**src/rtl/chroma_interp_pkg.sv**
```systemverilog
package chroma_interp_pkg;

  localparam int PHASES = 7;
  localparam int NOPS   = PHASES + 1;
  localparam int TAPS   = 4;
  localparam int COEF_W = 8;
  localparam int SHIFT  = 6;
  localparam int FRAC_W = $clog2(NOPS);

  typedef struct packed {
    logic              loadEn;
    logic              pixelMode;
    logic [FRAC_W-1:0] fracSel;
  } dp_ctrl_t;

  // Weight of a tap for a phase; phase 0 is a unit-gain pass of the centre tap.
  function automatic logic signed [COEF_W-1:0] phaseCoef(input int phase, input int tap);
    logic signed [COEF_W-1:0] w [TAPS];
    case (phase)
      0:       w = '{  8'sd0,  8'sd64,  8'sd0,   8'sd0  };
      1:       w = '{ -8'sd2,  8'sd58,  8'sd10, -8'sd2  };
      2:       w = '{ -8'sd4,  8'sd54,  8'sd16, -8'sd2  };
      3:       w = '{ -8'sd6,  8'sd46,  8'sd28, -8'sd4  };
      4:       w = '{ -8'sd4,  8'sd36,  8'sd36, -8'sd4  };
      5:       w = '{ -8'sd4,  8'sd28,  8'sd46, -8'sd6  };
      6:       w = '{ -8'sd2,  8'sd16,  8'sd54, -8'sd4  };
      7:       w = '{ -8'sd2,  8'sd10,  8'sd58, -8'sd2  };
      default: w = '{  8'sd0,  8'sd0,   8'sd0,   8'sd0  };
    endcase
    return w[tap];
  endfunction

endpackage

```
**src/rtl/chroma_phase_fir.sv**
```systemverilog
module chroma_phase_fir
  import chroma_interp_pkg::*;
#(
  parameter int PHASE = 1,
  parameter int IN_W  = 16,
  parameter int PIX_W = 8
) (
  input  logic signed [IN_W-1:0] smp [TAPS],
  input  logic                   pixelMode,
  output logic signed [IN_W-1:0] result
);

  localparam int ACC_W = IN_W + COEF_W + 2;
  localparam int HI_I  = 2**(IN_W-1) - 1;
  localparam int LO_I  = -(2**(IN_W-1));
  localparam int PIX_I = 2**PIX_W - 1;
  localparam int RND_I = 2**(SHIFT-1);

  localparam logic signed [ACC_W-1:0] HI_A  = ACC_W'(HI_I);
  localparam logic signed [ACC_W-1:0] LO_A  = ACC_W'(LO_I);
  localparam logic signed [ACC_W-1:0] PIX_A = ACC_W'(PIX_I);
  localparam logic signed [ACC_W-1:0] RND_A = ACC_W'(RND_I);

  logic signed [ACC_W-1:0] acc;
  logic signed [ACC_W-1:0] rnd;
  logic signed [ACC_W-1:0] clamped;

  always_comb begin
    acc = '0;
    for (int t = 0; t < TAPS; t++) begin
      acc = acc + ACC_W'(smp[t]) * ACC_W'(phaseCoef(PHASE, t));
    end
  end

  assign rnd = (acc + RND_A) >>> SHIFT;

  always_comb begin
    if (pixelMode) begin
      if (rnd < 0)          clamped = '0;
      else if (rnd > PIX_A) clamped = PIX_A;
      else                  clamped = rnd;
    end else begin
      if (rnd < LO_A)       clamped = LO_A;
      else if (rnd > HI_A)  clamped = HI_A;
      else                  clamped = rnd;
    end
  end

  assign result = IN_W'(clamped);

endmodule

```
**src/rtl/chroma_interp_ctrl.sv**
```systemverilog
module chroma_interp_ctrl
  import chroma_interp_pkg::*;
(
  input  logic              clk,
  input  logic              rstN,
  input  logic              inValid,
  input  logic              pixelMode,
  input  logic [FRAC_W-1:0] fracSel,
  output dp_ctrl_t          dpCtrl,
  output logic              outValid
);

  always_comb begin
    dpCtrl.loadEn    = inValid;
    dpCtrl.pixelMode = pixelMode;
    dpCtrl.fracSel   = fracSel;
  end

  always_ff @(posedge clk or negedge rstN) begin
    if (!rstN) outValid <= 1'b0;
    else       outValid <= inValid;
  end

  AST_VALID_RISE: assert property (@(posedge clk) disable iff (!rstN)
    inValid |=> outValid);
  AST_VALID_IDLE: assert property (@(posedge clk) disable iff (!rstN)
    !inValid |=> !outValid);

endmodule

```
**src/rtl/chroma_interp_dp.sv**
```systemverilog
module chroma_interp_dp
  import chroma_interp_pkg::*;
#(
  parameter int IN_W  = 16,
  parameter int PIX_W = 8
) (
  input  logic                          clk,
  input  logic                          rstN,
  input  dp_ctrl_t                      dpCtrl,
  input  logic signed [IN_W-1:0]        smp [TAPS],
  output logic [PHASES*IN_W-1:0]        phaseBus,
  output logic signed [IN_W-1:0]        selOut
);

  localparam int PIX_I = 2**PIX_W - 1;

  logic signed [IN_W-1:0] opRes  [NOPS];
  logic signed [IN_W-1:0] phaseQ [PHASES];
  logic signed [IN_W-1:0] selQ;
  logic                   pixQ;

  for (genvar p = 0; p < NOPS; p++) begin : g_op
    chroma_phase_fir #(
      .PHASE (p),
      .IN_W  (IN_W),
      .PIX_W (PIX_W)
    ) op_i (
      .smp       (smp),
      .pixelMode (dpCtrl.pixelMode),
      .result    (opRes[p])
    );
  end

  always_ff @(posedge clk or negedge rstN) begin
    if (!rstN) begin
      for (int k = 0; k < PHASES; k++) phaseQ[k] <= '0;
      selQ <= '0;
      pixQ <= 1'b0;
    end else if (dpCtrl.loadEn) begin
      for (int k = 0; k < PHASES; k++) phaseQ[k] <= opRes[k+1];
      selQ <= opRes[dpCtrl.fracSel];
      pixQ <= dpCtrl.pixelMode;
    end
  end

  for (genvar k = 0; k < PHASES; k++) begin : g_bus
    assign phaseBus[k*IN_W +: IN_W] = phaseQ[k];
  end

  assign selOut = selQ;

  AST_HOLD_SEL: assert property (@(posedge clk) disable iff (!rstN)
    !dpCtrl.loadEn |=> $stable(selOut));
  AST_HOLD_BUS: assert property (@(posedge clk) disable iff (!rstN)
    !dpCtrl.loadEn |=> $stable(phaseBus));
  AST_PIX_RANGE: assert property (@(posedge clk) disable iff (!rstN)
    pixQ |-> (selOut >= 0 && selOut <= IN_W'(PIX_I)));
  AST_INT_PASS: assert property (@(posedge clk) disable iff (!rstN)
    (dpCtrl.loadEn && dpCtrl.fracSel == '0 && !dpCtrl.pixelMode)
      |=> selOut == $past(smp[1]));

endmodule

```
**src/rtl/chroma_eighth_interp.sv**
```systemverilog
module chroma_eighth_interp
  import chroma_interp_pkg::*;
#(
  parameter int IN_W  = 16,
  parameter int PIX_W = 8
) (
  input  logic                     clk,
  input  logic                     rstN,
  input  logic                     inValid,
  input  logic                     pixelMode,
  input  logic [FRAC_W-1:0]        fracSel,
  input  logic signed [IN_W-1:0]   tapPrev,
  input  logic signed [IN_W-1:0]   tapCur,
  input  logic signed [IN_W-1:0]   tapNext,
  input  logic signed [IN_W-1:0]   tapNext2,
  output logic [PHASES*IN_W-1:0]   phaseBus,
  output logic signed [IN_W-1:0]   selOut,
  output logic                     outValid
);

  dp_ctrl_t               dpCtrl;
  logic signed [IN_W-1:0] win [TAPS];

  assign win[0] = tapPrev;
  assign win[1] = tapCur;
  assign win[2] = tapNext;
  assign win[3] = tapNext2;

  chroma_interp_ctrl ctrl_i (
    .clk       (clk),
    .rstN      (rstN),
    .inValid   (inValid),
    .pixelMode (pixelMode),
    .fracSel   (fracSel),
    .dpCtrl    (dpCtrl),
    .outValid  (outValid)
  );

  chroma_interp_dp #(
    .IN_W  (IN_W),
    .PIX_W (PIX_W)
  ) dp_i (
    .clk      (clk),
    .rstN     (rstN),
    .dpCtrl   (dpCtrl),
    .smp      (win),
    .phaseBus (phaseBus),
    .selOut   (selOut)
  );

endmodule

```
**config.mk**
```make
export PLATFORM = sky130hd
export DESIGN_NAME = chroma_eighth_interp
export DESIGN_NICKNAME = d
export VERILOG_FILES = /design/src/rtl/chroma_interp_pkg.sv /design/src/rtl/chroma_phase_fir.sv /design/src/rtl/chroma_interp_ctrl.sv /design/src/rtl/chroma_interp_dp.sv /design/src/rtl/chroma_eighth_interp.sv
export SDC_FILE = /design/constraint.sdc
export NUM_CORES = 2
export LEC_CHECK = 0
export ABC_AREA = 1
export BUFFER_PORTS_ARGS = -buffer_cell sky130_fd_sc_hd__buf_2
export CAP_MARGIN = 30
export CORE_MARGIN = 3
export CORE_UTILIZATION = 30
export CTS_BUF_LIST = sky130_fd_sc_hd__clkbuf_2 sky130_fd_sc_hd__clkbuf_4 sky130_fd_sc_hd__clkbuf_8
export DETAILED_ROUTE_END_ITERATION = 7
export SYNTH_ARGS = -nofsm -noshare
export SYNTH_HDL_FRONTEND = slang
export SYNTH_SLANG_ARGS = --single-unit
```
**constraint.sdc**
```tcl
create_clock -name clk -period 1 [get_ports clk]
set_clock_uncertainty 0.1 [all_clocks]
set_input_delay 0.05 -clock clk [delete_from_list [all_inputs] [get_ports clk]]
set_output_delay 0.05 -clock clk [all_outputs]
set_load 0.05 [all_outputs]
```
==> results by group <==
Routing
  – Vias per inst: 4.874
  – Via count: approximately 50k
  – Antenna Nets Post-Route: 0
  – Drt wl/cell: between 20 and 25 µm
  – DRC viols: 0
  – TritonRoute pass-1 iters: 6
  – Routed Wire Length: ~230000 µm
  – Initial DRC count: between 3k and 4k

Timing
  – Tightest Pin Transition: 0.8570 ns
  – Final Setup Violations: around 260
  – Crit path time final: between 7 and 8 ns
  – Final Hold Viols: 12
  – Slew headroom: 0.4272
  – Min setup slack post-route: -6.704 ns
  – Final TNS setup: -813.01 ns
  – Max frequency: around 130 MHz
  – Min Hold Slack: -0.1011 ns
  – Fin. max-slew vios: 0
  – Period utilization: 7.704
  – Unrepaired setup endpoints after global routing: true

Placed design
  – Placer Congestion: around 1.1
  – Hpwl dp: 198500 µm
  – Pre-CTS setup slack: -7.583 ns
  – Port Buffer Count: 199

Clock tree
  – # H-tree levels: 4
  – CTS Sinks: between 100 and 150
  – CTS tree: yes
  – Clock buffer depth: 2
  – Clock Root Buffer: clkbuf_8
  – Insertion delay to the later sink of the worst-skew pair: approximately 0.48 ns
  – CTS buffer count: 17
  – Reg clk slew, reported paths: around 0.090 ns
  – Cts hold-fix bufs: 2

Yosys
  – Synth Flop Type: dfrtp_1
  – Number of synthesized flops with an enable pin: 0
  – Mapped Area: 44990 µm²
  – Post-synth cell types: 67
  – Mapped Nets: 7387
  – Gate Count Post-Synth: 6082
  – Mapped Avg Cell Area: roughly 7.4 µm²
  – Yosys warns: 0
  – Async S/R FF share, synth: 1.000
  – Seq/Total Area, Yosys: 0.07175
  – Yosys reg bits: 129

Cells and area
  – Synth-to-layout area growth: 57.32%
  – # nets final: 9689
  – Share of cells above drive strength 1: 0.3922

Setup path
  – Startpoint types: input port
  – Worst r2r path cells: 2
  – Crit Path Max Fanout: 7
  – CP required: 1.28 ns
  – CP endpoint kind: register
  – CP max stage delay: between 0.5 and 0.6 ns
  – Arr. time, crit path: roughly 8 ns
  – CP max-delay cell: fa_1
  – Setup CP Type: in -> reg
  – CP dominant cell by count: buf_4

Status
  – Status: finished with violations
  – Failing checks: negative hold slack, negative setup slack

Global route
  – Gr ovfl total: 0
  – Vias in the first global route: about 50k
  – Initial antenna violation count: 11
  – First-pass GRT wire length: 326500 µm
  – Largest net degree at the start of global routing: 73
  – Total GRT Usage: 0.2869

Die
  – Starting density of the core: 0.3033
  – Full die area: 154700 µm²
  – IO Count: 200
  – Die W: a little under 400 µm
  – Core area: approximately 150000 µm²
  – Die Y: around 390 µm
  – Cell Rows: around 140

Hold path
  – Worst min-delay path category: in -> async

Run
  – Max cap viols: 0
-- per-stage QoR --
stage | utilization | instances | area, µm²
after floorplan | - | 6082 | 46540
after global placement | 0.4419 | 10230 | 65570
after detailed placement | 0.4419 | 10230 | 65570
after CTS | 0.4590 | 10350 | 68100
after global routing | 0.4770 | 10400 | 70770
final | 0.4771 | 10410 | 70780
-- sequential cells by signal, summed over array words and instances, names as in the netlist --
signal           flops
ctrl_i.outValid      1
dp_i.phaseBus      112
dp_i.selOut         16
-- logic make-up after synthesis --
family,count (synthesis),synth area share
XOR/XNOR,361,0.07094
flip-flops,129,0.07175
AND/OR/NAND/NOR,2309,0.2206
AO/OA/AOI/OAI,867,0.1106
adder cells (fa/ha/maj),1234,0.4253
buffers and inverters,1182,0.1009
-- synthesized netlist by cell type (6+ instances only) --
cell,number,share of area
nor4_1,13,0.0018
a21boi_0,9,0.0015
and2_1,8,0.0011
nand2_4,7,0.0018
xor2_1,230,0.045
clkbuf_1,40,0.0033
o21ai_1,20,0.0022
dfrtp_1,129,0.072
nand4_1,72,0.010
a21o_1,25,0.0042
or2_2,7,0.00097
nand3b_1,15,0.0025
inv_1,1078,0.090
o21ai_0,202,0.022
nor2_1,343,0.029
buf_2,19,0.0021
nor2_2,17,0.0024
nor3_1,47,0.0052
buf_6,8,0.0020
o21ai_2,10,0.0019
xnor2_1,127,0.025
ha_1,742,0.21
nand2_2,41,0.0057
nor3_2,6,0.0013
nand3_1,356,0.040
nand2_1,1349,0.11
fa_1,492,0.22
o21bai_1,56,0.0093
a21oi_1,408,0.045
nand3_2,7,0.0016
o2111ai_1,7,0.0014
o21a_1,9,0.0015
a31oi_1,77,0.011
nor2_4,6,0.0015
inv_2,23,0.0019
o211ai_1,9,0.0015
-- cell type report --
class / count / area [µm²]
timing repair buffer: 2358 / 18540
tap: 2002 / 2505
clock buffer: 20 / 262.8
sequential: 129 / 3231
fill: 14500 / 77580
antenna: 8 / 20.02
timing repair inverter: 2 / 16.27
inverter: 1105 / 4230
multi-input combinational: 4771 / 41800
clock inverter: 12 / 181.4
-- cell usage in the layout, fill, tap and decap left out, drive strengths merged, types with 13 or more instances in the layout --
cell	instances
a21boi	13
a21o	25
a21oi	414
a31oi	77
buf	2351
clkbuf	25
clkinvlp	15
dfrtp	129
fa	492
ha	742
inv	1091
nand2	1398
nand3	365
nand3b	16
nand4	72
nor2	366
nor3	55
nor4	13
o21ai	234
o21bai	58
xnor2	127
xor2	234
-- critical path, delay by kind of cell --
kind,cells,cell delay [ns]
adders and majority gates,6,2.38
xor gates and xnor gates,1,0.07
AOI/OAI and AO/OA,10,1.24
and+or+nand+nor,18,1.68
buffers and inverters,23,2.52
-- metal layers --
layer,global-route usage,up-vias,part of all wire
li1,-,24180,-
met1,0.3567,24290,0.41
met2,0.4541,1718,0.44
met3,0.04719,529,0.065
met4,0.1976,6,0.086
met5,0,-,0.00015
-- path summary, 6_finish.rpt --
path                                                from                              to  slack [ns]
min in group clk                              fracSel[2]      dp_i.selOut[9]$_DFFE_PN0P_        0.05
setup reg to reg           dp_i.phaseBus[32]$_DFFE_PN0P_   dp_i.phaseBus[32]$_DFFE_PN0P_        0.10
hold reg to reg            dp_i.phaseBus[28]$_DFFE_PN0P_   dp_i.phaseBus[28]$_DFFE_PN0P_        0.37
hold / removal                                      rstN   dp_i.phaseBus[71]$_DFFE_PN0P_       -0.10
setup / recovery                               tapCur[4]      dp_i.selOut[2]$_DFFE_PN0P_       -6.70
max in group asynchronous                           rstN  dp_i.phaseBus[103]$_DFFE_PN0P_        0.33
-- repair_timing --
action / CTS / global route
setup endpoints to repair: 257 / 257
setup buffers: 80 / 59
endpoints found under the hold margin: 146 / 12
resized for setup: 335 / 510
cloned: 4 / 4
pin swaps: 136 / 290
Power is not shown: default switching activity piles up to over one toggle a cycle in this logic, so the estimate is an artifact.
